### config.mk
export PLATFORM = sky130hd
export DESIGN_NAME = cid_mode_gate
export DESIGN_NICKNAME = d
export VERILOG_FILES = /design/src/rtl/cid_mode_gate.sv
export SDC_FILE = /design/constraint.sdc
export NUM_CORES = 1
export LEC_CHECK = 0
export BUFFER_PORTS_ARGS = -buffer_cell sky130_fd_sc_hd__buf_2
export CAP_MARGIN = 20
export CORE_MARGIN = 2
export CORE_UTILIZATION = 35
export CTS_CLUSTER_DIAMETER = 40
export CTS_CLUSTER_SIZE = 8
export DETAILED_ROUTE_END_ITERATION = 10
export HOLD_SLACK_MARGIN = 0.06
export SYNTH_ARGS = -nofsm -noshare
export SYNTH_HDL_FRONTEND = slang
export SYNTH_SLANG_ARGS = --single-unit
### constraint.sdc
create_clock -name clk -period 2.5 [get_ports clk]
set_input_delay 0.625 -clock clk [delete_from_list [all_inputs] [get_ports clk]]
set_output_delay 0.625 -clock clk [all_outputs]
set_load 0.02 [all_outputs]
### src/rtl/cid_mode_gate.sv
module cid_mode_gate #(
  parameter int SEIZE_MIN    = 16,
  parameter int MARK_FLAG    = 3,
  parameter int TIMEOUT_BITS = 240
) (
  input  logic clk,
  input  logic rst,
  input  logic pdwn,
  input  logic bit_in,
  input  logic bit_stb,
  output logic fsk_mode,
  output logic data_valid_n,
  output logic data_out
);

  localparam int AW = $clog2(SEIZE_MIN + 1);
  localparam int RW = $clog2(MARK_FLAG + 2);
  localparam int TW = $clog2(TIMEOUT_BITS + 1);

  typedef enum logic [1:0] {ST_IDLE, ST_SEIZE, ST_DATA} st_t;

  st_t         state_q;
  logic        prev_q, mode_q, dv_q, dout_q;
  logic [AW-1:0] alt_q, alt_nxt;
  logic [RW-1:0] run_q, run_nxt;
  logic [TW-1:0] tmo_q, tmo_nxt;

  always_comb begin
    if (alt_q == '0 || bit_in != prev_q)
      alt_nxt = (alt_q == AW'(SEIZE_MIN)) ? alt_q : alt_q + AW'(1);
    else
      alt_nxt = AW'(1);
    if (bit_in)
      run_nxt = (run_q == RW'(MARK_FLAG + 1)) ? run_q : run_q + RW'(1);
    else
      run_nxt = '0;
    tmo_nxt = bit_in ? tmo_q + TW'(1) : '0;
  end

  always_ff @(posedge clk) begin
    if (rst || pdwn) begin
      state_q <= ST_IDLE;
      prev_q  <= 1'b0;
      alt_q   <= '0;
      run_q   <= '0;
      tmo_q   <= '0;
      mode_q  <= 1'b0;
      dv_q    <= 1'b1;
      dout_q  <= 1'b1;
    end else if (bit_stb) begin
      prev_q <= bit_in;
      case (state_q)
        ST_IDLE: begin
          alt_q <= alt_nxt;
          if (alt_nxt == AW'(SEIZE_MIN)) begin
            state_q <= ST_SEIZE;
            run_q   <= RW'(bit_in);
          end
        end
        ST_SEIZE: begin
          if (!bit_in && !prev_q) begin
            state_q <= ST_IDLE;
            alt_q   <= AW'(1);
            run_q   <= '0;
            mode_q  <= 1'b0;
          end else begin
            run_q  <= run_nxt;
            mode_q <= (run_nxt >= RW'(MARK_FLAG));
            if (run_nxt == RW'(MARK_FLAG + 1)) begin
              state_q <= ST_DATA;
              dv_q    <= 1'b0;
              tmo_q   <= '0;
            end
          end
        end
        ST_DATA: begin
          if (bit_in && tmo_nxt == TW'(TIMEOUT_BITS)) begin
            state_q <= ST_IDLE;
            alt_q   <= AW'(1);
            run_q   <= '0;
            tmo_q   <= '0;
            mode_q  <= 1'b0;
            dv_q    <= 1'b1;
            dout_q  <= 1'b1;
          end else begin
            tmo_q  <= tmo_nxt;
            dout_q <= bit_in;
          end
        end
        default: state_q <= ST_IDLE;
      endcase
    end
  end

  assign fsk_mode     = mode_q;
  assign data_valid_n = dv_q | pdwn;
  assign data_out     = dout_q | pdwn;

  assert_valid_has_mode_R3: assert property (@(posedge clk) disable iff (rst)
    !dv_q |-> mode_q);

  assert_mode_leads_valid_R4: assert property (@(posedge clk) disable iff (rst)
    $fell(dv_q) |-> $past(mode_q));

  assert_preamble_hidden_R5: assert property (@(posedge clk) disable iff (rst)
    (state_q != ST_DATA) |-> dout_q);

  assert_timeout_bound_R7: assert property (@(posedge clk) disable iff (rst)
    tmo_q < TW'(TIMEOUT_BITS));

  assert_pdwn_idles_R8: assert property (@(posedge clk) disable iff (rst)
    pdwn |=> (state_q == ST_IDLE && !mode_q && dv_q));

  assert_hold_no_strobe_R9: assert property (@(posedge clk) disable iff (rst)
    (!bit_stb && !pdwn) |=> ($stable(dout_q) && $stable(mode_q) && $stable(dv_q)));

endmodule

==> impl_metrics.ini <==
[status]
status = finished clean

[global_routing]
grt.overflow.total = 0
grt_use_total_pct = 14.98
grt_pass1_vias = 1375
grt_max_degree = 20
grt_pass1_wl_um = 6313
antenna_found_initial = 0

[synth]
ys.flop_type = dfxtp_1
post-synth-top-area-fraction_pct = 27.20
synth_xor_xnor_area_share_pct = 2.705
synth_compound_area_share_pct = 23.57
synth-edff-count = 0
muxShareOfSynthArea_pct = 5.023
syn-num-nets = 212
yosysSeqAreaShare_pct = 27.20
yosysWarnings = 0
synthSimpleGateAreaFrac_pct = 27.82
synth_area_sq_mm = 0.001619
synthCells = 197
synth_most_common_cell = dfxtp_1
synthAdderAreaFrac_pct = 7.728
synth_top_family_by_area = simple AND/OR/NAND/NOR gates
yosys-top-cells-area = dfxtp_1 27%, ha_1 7.7%, mux2i_1 4.3%, a21oi_1 3.7%, nand2_1 3.2%
synth_area_per_cell_sq_um = 8.219
ys_async_sr_fraction_pct = 0
netlist_top_cells_count = 22 x dfxtp_1, 14 x nand2_1, 12 x a21oi_1, 12 x nor2_1, 11 x inv_1
synth-seq-cells = 22
yosysTopAreaCell = dfxtp_1
ys_types = 50

[worst_setup_path]
crit_required_ps = 2700
crit_type = reg2reg
path_cells = inv_1 -> ha_1 -> nor4bb_1 -> o211a_1 -> o21ai_1 -> or3_4 -> or3_1 -> a21oi_1
critPathCaptureType = flip-flop
critPathLaunchType = flip-flop
slowest_delay_ps = 390
cpMaxStageDelayCell = or3_4
cp.arrival_ps = 2510
critPathMaxFanout = 4

[clock_tree]
hold_buffers = 0
cts_sinks = 22
cts_buffer_depth = 2
cts_tree = done
postCtsSetupBuffers = 0
cts_root_buf = clkbuf_8
clock_latency_ps = 260
cts-resized-gates = 0
htree_levels = 1
cts_buffers = 3
clkTransAtPathRegs_ps = 80

[run]
drv_cap = 0

[pwr]
clockPowerShare_pct = 35.6
peakVddDrop_uv = 148.7
p_per_area_mw_per_mm2 = 359.2
p_comb_share_pct = 9.5
p_int_mw = 0.4858
p_leak_nw = 0.7317
p_sw_mw = 0.1591
swShare_pct = 24.68
seqPwrFrac_pct = 54.9

[timing]
clock_skew_ps = 2.343
tns_ps = 0
rsz0062_at_grt = no
fmax_mhz = 433.0
tightest_slew_ps = 756.9
final-hold-violation-count = 0
maxSlewViolCount = 0
min_period_over_period_pct = 92.37
layout_min_cycle_time_ps = 2309
final-setup-viol-count = 0
relSlewSlack_pct = 49.35

[worst_hold_path]
hp-class = reg2reg

[die]
core_sq_mm = 0.004414
dieHeight_um = 72.02
num_rows = 24
start_util_pct = 36.68
fp.dieArea_sq_mm = 0.005186
die_x_um = 72.02
ios = 8

[detailed_routing]
vias = 1492
detail-route-antenna-nets = 0
drt_iter0_markers = 85
first_pass_iters = 4
vias_per_cell = 5.738
wirelength_um = 3631
wl_per_cell_um = 13.97
route.detailed.drc = 0

[place]
port_buffers = 7
globalplace.congestion = 0.7912
dp_hpwl_um = 2597

[layout]
diodes = 0
areaGrowthSynthToFinish_pct = 10.90
utilization_pct = 40.67
nNetsFinal = 225
drive_gt1_share_pct = 15.87
==> kinds of logic (layout without fill, tap and decap cells) <==
logic type	after synthesis	after routing
AOI/OAI and AO/OA	51	51
xor gates and xnor gates	5	5
adders and majority gates	10	10
buffers and inverters	22	33
DFF	22	22
muxes	8	8
and+or+nand+nor	79	79
==> cells in the final DEF (no fill, tap or decap), drive strengths merged, types with 4 or more instances in the layout <==
| cell | instances |
|---|---|
| nand2b | 4 |
| nor2 | 12 |
| buf | 19 |
| nand3 | 9 |
| a41o | 4 |
| o211ai | 4 |
| nor3 | 6 |
| nand3b | 7 |
| o21ai | 10 |
| a211o | 4 |
| mux2i | 7 |
| nand2 | 14 |
| nor2b | 4 |
| a21oi | 12 |
| inv | 11 |
| or3 | 7 |
| dfxtp | 22 |
| ha | 10 |
==> registers in the layout (all words and copies together), names as in the netlist <==
signal / cells
fsk_mode: 1
state_q: 2
dv_q: 1
run_q: 3
tmo_q: 8
dout_q: 1
alt_q: 5
prev_q: 1
==> worst max-delay path, delay by kind of cell, from the launching register on <==
family / cells / cell delay [ps]
buffers and inverters: 1 / 60
DFF: 1 / 380
and+or+nand+nor: 3 / 1030
adders and majority gates: 1 / 320
AOI/OAI and AO/OA: 3 / 450
==> metal layers <==
metal / up-vias / track usage [%] / routed length (um)
met4: 0 / 6.918 / 82
met3: 12 / 2.639 / 141
met1: 702 / 20.36 / 1790
met2: 36 / 23.15 / 1617
met5: - / 0 / 0
li1: 742 / - / -
==> metrics by stage <==
stage	setup slack, ps	power (mW)	cells	hold WS [ps]	instance area, sq um
finish	190.7	0.6449	260	491.2	1795
global route	18.95	0.6701	260	524.7	1795
CTS	189.0	0.6485	260	497.7	1795
detailed placement	-30.69	0.4228	257	480.1	1754
global placement	-32.80	0.4230	257	469.3	1754
floorplan	33.10	0.4002	197	447.3	1622
==> power by group through the flow <==
stage | clock (mW) | combinational [mW] | sequential, mW
floorplan | 0 | 0.0384 | 0.362
global placement | 0 | 0.0605 | 0.362
detailed placement | 0 | 0.0604 | 0.362
CTS | 0.234 | 0.0606 | 0.354
global route | 0.247 | 0.0680 | 0.355
finish | 0.230 | 0.0611 | 0.354
==> final timing paths <==
path | start | to | slack (ps) | depth (start not counted)
setup reg to reg | run_q[1] | tmo_q[7] | 190 | 8
setup / recovery | run_q[1] | tmo_q[7] | 190 | 8
hold / removal | dout_q | dout_q | 490 | 2
hold reg to reg | dout_q | dout_q | 490 | 2
==> layout make-up <==
| cell class | instances | area [sq um] |
|---|---|---|
| multi-input combinational | 153 | 1082 |
| fill | 447 | 2619 |
| sequential | 22 | 440.4 |
| tap | 52 | 65.06 |
| timing repair buffer | 19 | 125.1 |
| clock buffer | 3 | 41.29 |
| inverter | 11 | 41.29 |
(Power assumes the default switching activity.)
